`config.mk`:
```
export PLATFORM = sky130hd
export DESIGN_NAME = lpa_arbiter
export DESIGN_NICKNAME = d
export VERILOG_FILES = /design/src/rtl/lpa_pkg.sv /design/src/rtl/lpa_admit.sv /design/src/rtl/lpa_pick.sv /design/src/rtl/lpa_ctrl.sv /design/src/rtl/lpa_arbiter.sv
export SDC_FILE = /design/constraint.sdc
export NUM_CORES = 1
export LEC_CHECK = 0
export CELL_PAD_IN_SITES_DETAIL_PLACEMENT = 1
export CELL_PAD_IN_SITES_GLOBAL_PLACEMENT = 2
export CORE_MARGIN = 2
export CORE_UTILIZATION = 31
export DETAILED_ROUTE_END_ITERATION = 6
export PLACE_DENSITY_LB_ADDON = 0.1
export SYNTH_ARGS = -nofsm -noshare
export SYNTH_HDL_FRONTEND = slang
export SYNTH_SLANG_ARGS = --single-unit
```
`constraint.sdc`:
```
create_clock -name clk -period 6.6 [get_ports clk]
set_clock_uncertainty 0.05 [all_clocks]
set_input_delay 1.32 -clock clk [delete_from_list [all_inputs] [get_ports clk]]
set_output_delay 1.32 -clock clk [all_outputs]
set_load 0.02 [all_outputs]
```
`src/rtl/lpa_pkg.sv`:
```
// Package: shared types for the snapshot priority arbiter.
// Assumes: nothing beyond IEEE 1800-2017.
package lpa_pkg;

    // Round sequencing: idle, evaluating the frozen snapshot, holding a grant.
    typedef enum logic [1:0] {
        ST_IDLE = 2'd0,
        ST_EVAL = 2'd1,
        ST_HOLD = 2'd2
    } arb_state_t;

endpackage

```
`src/rtl/lpa_admit.sv`:
```
// Module: lpa_admit
// Behavioural stand-in for the per-channel mutual-exclusion element that
// sits between a request and the lock. A request is admitted only if it
// is present while the lock is still low; once the lock has won, the
// request is excluded from the current snapshot.
// Assumes: single-clock abstraction; both inputs come from registered or
// synchronous sources.
module lpa_admit (
    input  logic req_i,
    input  logic lock_i,
    output logic admit_o
);

    // Request wins the mutual exclusion only when the lock has not.
    always_comb begin
        admit_o = req_i & ~lock_i;
    end

endmodule

```
`src/rtl/lpa_pick.sv`:
```
// Module: lpa_pick
// Combinational priority evaluation over a frozen candidate set.
// The largest priority value wins; ties go to the lowest index.
// Assumes: cand_i and prio_i are stable register outputs during evaluation.
module lpa_pick #(
    parameter int N_CH   = 3,
    parameter int PRIO_W = 2
) (
    input  logic [N_CH-1:0]        cand_i,
    input  logic [N_CH*PRIO_W-1:0] prio_i,
    output logic [N_CH-1:0]        win_o
);

    // Linear scan; a strict comparison keeps the earliest index on ties.
    always_comb begin
        logic              found;
        logic [PRIO_W-1:0] best;
        win_o = '0;
        found = 1'b0;
        best  = '0;
        for (int i = 0; i < N_CH; i++) begin
            if (cand_i[i] && (!found || prio_i[i*PRIO_W +: PRIO_W] > best)) begin
                win_o    = '0;
                win_o[i] = 1'b1;
                best     = prio_i[i*PRIO_W +: PRIO_W];
                found    = 1'b1;
            end
        end
    end

endmodule

```
`src/rtl/lpa_ctrl.sv`:
```
// Module: lpa_ctrl
// Round sequencer: opens a round (lock) when any request is admitted,
// spends one cycle evaluating the snapshot, then holds until release.
// Assumes: release_i is only meaningful in the hold state.
module lpa_ctrl
    import lpa_pkg::*;
(
    input  logic       clk,
    input  logic       rst_n,
    input  logic       any_admit_i,
    input  logic       release_i,
    output arb_state_t state_o,
    output logic       load_snap_o,
    output logic       load_grant_o,
    output logic       clear_o
);

    arb_state_t state_q, state_d;

    // Next-state and strobe decoding.
    always_comb begin
        state_d      = state_q;
        load_snap_o  = 1'b0;
        load_grant_o = 1'b0;
        clear_o      = 1'b0;
        unique case (state_q)
            ST_IDLE: if (any_admit_i) begin
                load_snap_o = 1'b1;
                state_d     = ST_EVAL;
            end
            ST_EVAL: begin
                load_grant_o = 1'b1;
                state_d      = ST_HOLD;
            end
            ST_HOLD: if (release_i) begin
                clear_o = 1'b1;
                state_d = ST_IDLE;
            end
            default: state_d = ST_IDLE;
        endcase
    end

    // State register with synchronous reset.
    always_ff @(posedge clk) begin
        if (!rst_n) state_q <= ST_IDLE;
        else        state_q <= state_d;
    end

    assign state_o = state_q;

endmodule

```
`src/rtl/lpa_arbiter.sv`:
```
// Module: lpa_arbiter (top)
// Snapshot priority arbiter: freezes admitted requests and their
// priorities when the lock rises, picks one winner from the frozen set,
// and holds the one-hot grant until release.
// Assumes: requests are level signals held until served; prio_i packs
// channel i at [i*PRIO_W +: PRIO_W], larger value = higher priority.
module lpa_arbiter
    import lpa_pkg::*;
#(
    parameter int N_CH   = 3,
    parameter int PRIO_W = 2
) (
    input  logic                   clk,
    input  logic                   rst_n,
    input  logic [N_CH-1:0]        req_i,
    input  logic [N_CH*PRIO_W-1:0] prio_i,
    input  logic                   dyn_prio_i,
    input  logic                   release_i,
    output logic                   lock_o,
    output logic [N_CH-1:0]        grant_o
);

    localparam int PV_W = N_CH * PRIO_W;

    arb_state_t      state;
    logic            load_snap, load_grant, clear;
    logic [N_CH-1:0] admit;
    logic [N_CH-1:0] snap_q;
    logic [PV_W-1:0] prio_q;
    logic            dyn_q;
    logic [PV_W-1:0] prio_eff;
    logic [N_CH-1:0] win;
    logic [N_CH-1:0] grant_q;

    assign lock_o = (state != ST_IDLE);

    // One admission element per channel, plus the effective priority slice.
    for (genvar g = 0; g < N_CH; g++) begin : g_ch
        lpa_admit u_admit (
            .req_i   (req_i[g]),
            .lock_i  (lock_o),
            .admit_o (admit[g])
        );
        assign prio_eff[g*PRIO_W +: PRIO_W] =
            dyn_q ? prio_q[g*PRIO_W +: PRIO_W] : {PRIO_W{1'b0}};
    end

    lpa_ctrl u_ctrl (
        .clk          (clk),
        .rst_n        (rst_n),
        .any_admit_i  (|admit),
        .release_i    (release_i),
        .state_o      (state),
        .load_snap_o  (load_snap),
        .load_grant_o (load_grant),
        .clear_o      (clear)
    );

    lpa_pick #(.N_CH(N_CH), .PRIO_W(PRIO_W)) u_pick (
        .cand_i (snap_q),
        .prio_i (prio_eff),
        .win_o  (win)
    );

    // Snapshot registers: request pattern, priorities and mode frozen at lock.
    always_ff @(posedge clk) begin
        if (!rst_n) begin
            snap_q <= '0;
            prio_q <= '0;
            dyn_q  <= 1'b0;
        end else if (load_snap) begin
            snap_q <= admit;
            prio_q <= prio_i;
            dyn_q  <= dyn_prio_i;
        end else if (clear) begin
            snap_q <= '0;
        end
    end

    // Grant register: loaded once per round, cleared on release.
    always_ff @(posedge clk) begin
        if (!rst_n)          grant_q <= '0;
        else if (load_grant) grant_q <= win;
        else if (clear)      grant_q <= '0;
    end

    assign grant_o = grant_q;

endmodule

```
After elaboration in Yosys (flattened, before gate mapping)
Index checks and enable logic that the tools add are counted.
{"block": "op_classes", "order_cmp": 2, "n_eq_ne": 4, "mux": 21, "n_bitwise": 4, "n_reduce_logical": 12}
{"op": "2-to-1 mux 3 bit", "count": 5}
{"op": "2-to-1 mux 2 bit", "count": 7}
{"op": "2-to-1 mux 1 bit", "count": 8}
{"op": "case mux 2 bit (3 select lines)", "count": 1}
{"op": "nonzero test 2 bit", "count": 3}
{"op": "> comparator 2 bit", "count": 2}
{"op": "AND 1 bit", "count": 3}
{"op": "OR reduction 3 bit", "count": 1}
{"op": "equality test 2 x 1 -> 1 bit, second input constant", "count": 1}
{"op": "equality test 2 bit, second input constant", "count": 1}
{"op": "logical AND 1 bit", "count": 2}
{"op": "logical NOT 1 bit", "count": 2}
{"op": "logical NOT 2 bit", "count": 1}
{"op": "logical OR 1 bit", "count": 2}
{"op": "!= test 2 x 1 -> 1 bit, second input constant", "count": 1}
{"op": "!= test 2 bit, second input constant", "count": 1}
{"op": "AND reduction 2 bit", "count": 1}
{"op": "NOT 1 bit", "count": 1}
{"block": "totals", "ff_bits": 15, "inputBits": 13, "out_inout_bits": 4, "wordCells": 48}

Logic depth before layout (Yosys ltp)
{"block": "depth", "word_depth": 11, "mapped_depth": 11, "ltp_nobuf": 11}

By module
A second synthesis with hierarchy kept.
{"block": "unflattened", "cells_unflattened": 92, "hier_area_um2": 852.1}
{"mod": "lpa_arbiter", "instances": 1, "cells_each": 56, "area_each_um2": 544.3, "seq_area_each_um2": 260.2}
{"mod": "lpa_pick", "instances": 1, "cells_each": 25, "area_each_um2": 175.2, "seq_area_each_um2": 0.0}
{"mod": "lpa_ctrl", "instances": 1, "cells_each": 8, "area_each_um2": 91.3, "seq_area_each_um2": 40.0}
{"mod": "lpa_admit", "instances": 3, "cells_each": 1, "area_each_um2": 13.8, "seq_area_each_um2": 0.0}

Least setup slack after synthesis
Ideal clock, no wire load.
{"block": "synth_timing", "path_type": "flip-flop to flip-flop", "start": "register dyn_q", "end": "register grant_q[2] (netlist: grant_o[2])", "setup_ns": 0.086, "arrival_time_ns": 2.277, "required_time_ns": 6.464, "slack_ns": 4.188, "path_stages_with_launch": 12, "n_path_buf": 0, "synth_period_minus_slack_ns": 2.412, "path_cell_list": "dfxtp_1 -> nand3_1 -> ha_1 -> nor2b_1 -> o211a_1 -> a21o_1 -> a31o_2 -> ha_1 -> nand2_1 -> o211ai_1 -> and3_2 -> a211oi_1"}
{"block": "synth_between", "elab_chain_len": 11, "word_cells_on_any_way": 15, "cone_classes": "order compare: 2; mux: 8; reduce/logical: 5"}
{"element": "start, declared", "line_no": "lpa_arbiter.sv:30", "text": "logic dyn_q;"}
{"element": "start signal, assigned", "line_no": "lpa_arbiter.sv:74", "text": "dyn_q <= dyn_prio_i;"}
{"element": "2-to-1 mux 2 bit", "line_no": "lpa_arbiter.sv:45", "text": "dyn_q ? prio_q[g*PRIO_W +: PRIO_W] : {PRIO_W{1'b0}};"}
{"element": "2-to-1 mux 2 bit", "line_no": "lpa_pick.sv:22", "text": "if (cand_i[i] && (!found || prio_i[i*PRIO_W +: PRIO_W] > best)) begin"}
{"element": "> comparator 2 bit", "line_no": "lpa_pick.sv:22"}
{"element": "logical OR 1 bit", "line_no": "lpa_pick.sv:22"}
{"element": "logical AND 1 bit", "line_no": "lpa_pick.sv:22"}
{"element": "2-to-1 mux 2 bit or 2-to-1 mux 1 bit (tied branches)", "line_no": "lpa_pick.sv:22"}
{"element": "> comparator 2 bit or logical NOT 1 bit (tied branches)", "line_no": "lpa_pick.sv:22"}
{"element": "logical OR 1 bit (*)", "line_no": "lpa_pick.sv:22"}
{"element": "logical AND 1 bit (*)", "line_no": "lpa_pick.sv:22"}
{"element": "2-to-1 mux 3 bit (*)", "line_no": "lpa_pick.sv:22"}
{"element": "2-to-1 mux 3 bit (*)", "line_no": "lpa_arbiter.sv:83", "text": "else if (load_grant) grant_q <= win;"}
{"element": "end signal, assigned", "line_no": "lpa_arbiter.sv:83"}
{"element": "end, declared", "line_no": "lpa_arbiter.sv:33", "text": "logic [N_CH-1:0] grant_q;"}
Mark *: on every way between the ends. The rest lies on a longest branch, timed or not.
A chain may end at the register's enable or synchronous reset.

Final worst setup path
{"block": "layout_timing", "start": "register u_ctrl.state_q[1] (netlist: u_ctrl.state_o[1])", "end": "output port lock_o"}
{"block": "layout_between", "elab_chain_len": 1}
{"element": "start, declared", "line_no": "lpa_ctrl.sv:18", "text": "arb_state_t state_q, state_d;"}
{"element": "start signal, assigned", "line_no": "lpa_ctrl.sv:46", "text": "else state_q <= state_d;"}
{"element": "nonzero test 2 bit", "line_no": "lpa_arbiter.sv:35", "text": "assign lock_o = (state != ST_IDLE);"}
{"element": "end, declared", "line_no": "lpa_arbiter.sv:19", "text": "output logic lock_o,"}
No other way between the ends.

==> out/qor.csv <==
metric;value;unit
FILL cells;283;
CTS Buf Count;3;
hpwl dp;1300;um
Initial DRT Pass Iterations;4;
max_slew headroom;65.8;%
initial antenna violation count;0;
Syn-to-layout area delta;26.9;%
Multi-input gate area;450;um^2
Clock transition at path regs;90;ps
CORE AREA;2430;um^2
Top Ports;17;
M2 GR Usage;23.4;%
synth warn;0;
Syn Area/Cell;9.59;um^2
Post-CTS Hold Buffers;0;
Final Util;40.5;%
slowest cell delay on critical path;590;ps
power per cell area;210;nW/um^2
CTS tree;built;
Die ar.;2920;um^2
Synth Instances;81;
P_leak;0.427;nW
leading post-synthesis cells by cell area;dfxtp_1, nor2b_1, mux2i_1;
Final Setup Violations;0;
FMAX;345;MHz
path type of the worst setup path;flop to primary output;
number of gates resized after cts;0;
pre-CTS WS;3810;ps
Main synth FF type;dfxtp_1;
Seq/Total Area, Yosys;38.6;%
post-synth top area share;38.6;%
Synth Area in Simple Gates;27.2;%
first-pass GRT wire length;2870;um
drt via density;4.90;
Post-synth EDFFs;0;
wire length per cell;13.3;um
CTS Sinks;15;
status;complete, no violations;
worst path cell trace;nor2_4 > inv_1 > clkdlybuf4s50_1;
initial core utilization;31.9;%
Final ANT Viol Nets;0;
row cnt;18;
#FFs+latches synth;15;
Clk Latency, worst-skew pair;280;ps
met1 Use GR;17.2;%
Final Max Slew Viols;0;
Yosys top cell by area;dfxtp_1;
vias;632;
RSZ-0062 raised after global routing;no;
Syn Nets;98;
Max Cap Violations;0;
n_diodes;0;
XOR/XNOR Fraction of Synth Area;0;%
vias in the first global route;632;
clock buffer depth;2;
H-Tree Depth;1;
gr busiest metal;met2;
Worst Slack Setup Final;3700;ps
Post-route DRC;0;
layout net count;117;
worst vdd ir;0.0000930;V
Worst Max-Slew Pin Slew;512;ps
setup tns final;0;ps
WP buf/inv;2;
CTS root buffer;clkbuf_4;
Synth Area in Compound Gates;15.3;%
Max FO, Critical Path;7;
Startpoint Class;flop;
post-layout min period;2900;ps
DRT Wirelength;1720;um
Die H;54.1;um
Mapped Area;777;um^2
IO Port Bufs;16;
Seq. cell area;300;um^2
Worst EP required;5230;ps
final critical-path share of the clock period;43.9;%
Total GRT Usage;14.1;%
share of cells above drive strength 1;7.07;%
pin count of the biggest net entering global routing;18;
kind of end point of the critical path;primary output;
crit-path leading delay family;buffers and inverters;
GP Congestion;0.745;
die width;54.1;um
CP max stage cell;clkdlybuf4s50_1;
post-synthesis mux area share;9.02;%
Yosys cell types;33;
largest family of logic cells by synthesized area;simple AND/OR/NAND/NOR gates;
initial drt markers;9;
grt ovf;0;
M3 GR Usage;2.50;%
setup bufs post-CTS;0;
Async S/R FF share, synth;0;%
critical path data arrival time;1530;ps
worst min path class;flop to flop;
number of hold violations in the final report;0;
adder and majority gate portion of the synthesized area;6.44;%
## final timing paths
path	from	endpoint	slack, ps	depth (start not counted)
worst max-delay path	u_ctrl.state_o[1]$_SDFFE_PN0P_	lock_o	3700	3
worst min-delay path	grant_o[2]$_SDFFE_PN0P_	grant_o[2]$_SDFFE_PN0P_	460	2
worst max register to register	snap_q[0]$_SDFFE_PN0P_	grant_o[2]$_SDFFE_PN0P_	3870	11
worst min register to register	grant_o[2]$_SDFFE_PN0P_	grant_o[2]$_SDFFE_PN0P_	460	2
## layer usage
metal | vias up | part of all wire (%) | wire, um
li1 | 329 | - | -
met1 | 291 | 48 | 834
met2 | 10 | 47 | 814
met3 | 2 | 3.3 | 57
met4 | 0 | 0.76 | 13
met5 | - | 0 | 0
## sequential cells by signal, indices dropped and copies added, names as in the netlist
| name | count |
|---|---|
| snap_q | 3 |
| dyn_q | 1 |
| prio_q | 6 |
| u_ctrl.state_o | 2 |
| grant_o | 3 |
## cells in the final DEF (no fill, tap or decap), types with 2 or more instances in the layout
cell type | Yosys | final
nand2_1 | 5 | 5
o21ai_0 | 3 | 3
inv_1 | 3 | 3
clkdlybuf4s50_1 | 0 | 16
a22oi_1 | 3 | 3
clkbuf_4 | 0 | 3
mux2i_1 | 7 | 7
ha_1 | 4 | 4
nor2b_1 | 13 | 13
nor2_1 | 2 | 2
dfxtp_1 | 15 | 15
and2_1 | 3 | 3
## cells by family (layout without fill, tap and decap cells)
family | Yosys count | in the layout
muxes | 7 | 7
buffers and inverters | 5 | 23
AOI/OAI and AO/OA | 16 | 16
and+or+nand+nor | 34 | 34
adders and majority gates | 4 | 4
DFF | 15 | 15
## synthesized netlist by cell type, drive strengths merged (2+ instances only)
library cell	number
a22oi	3
and2	3
and3	2
dfxtp	15
ha	4
inv	3
mux2i	7
nand2	5
nor2	3
nor2b	14
o21ai	3
## area by class of cell
type	count	area share (%)
inverter	3	1.14
tap	30	3.81
multi-input combinational	61	45.7
clock buffer	4	2.66
timing repair buffer	16	16.2
sequential	15	30.5
## through the flow
stage / power [mW] / hold WS (ps) / instance area (um^2) / std cells
2_1_floorplan: 0.139 / 424 / 777 / 81
6_report: 0.207 / 455 / 986 / 129
4_1_cts: 0.211 / 465 / 986 / 129
5_1_grt: 0.221 / 502 / 986 / 129
3_5_place_dp: 0.157 / 450 / 960 / 125
3_3_place_gp: 0.156 / 434 / 960 / 125
## worst reg2reg max path: cells and delay by family (launching register included)
family / cells / cell delay, ps
simple gates: 4 / 650
compound gates: 5 / 880
flops: 1 / 460
fa+ha+maj: 2 / 560
## power breakdown
| group | total, mW | switching, mW | internal, mW | leakage (nW) |
|---|---|---|---|---|
| clock network | 0.0530 | 0.0296 | 0.0234 | 0.0150 |
| registers | 0.107 | 0.00848 | 0.0987 | 0.124 |
| logic | 0.0464 | 0.0206 | 0.0258 | 0.288 |
Power figures use the tool's default switching activity.
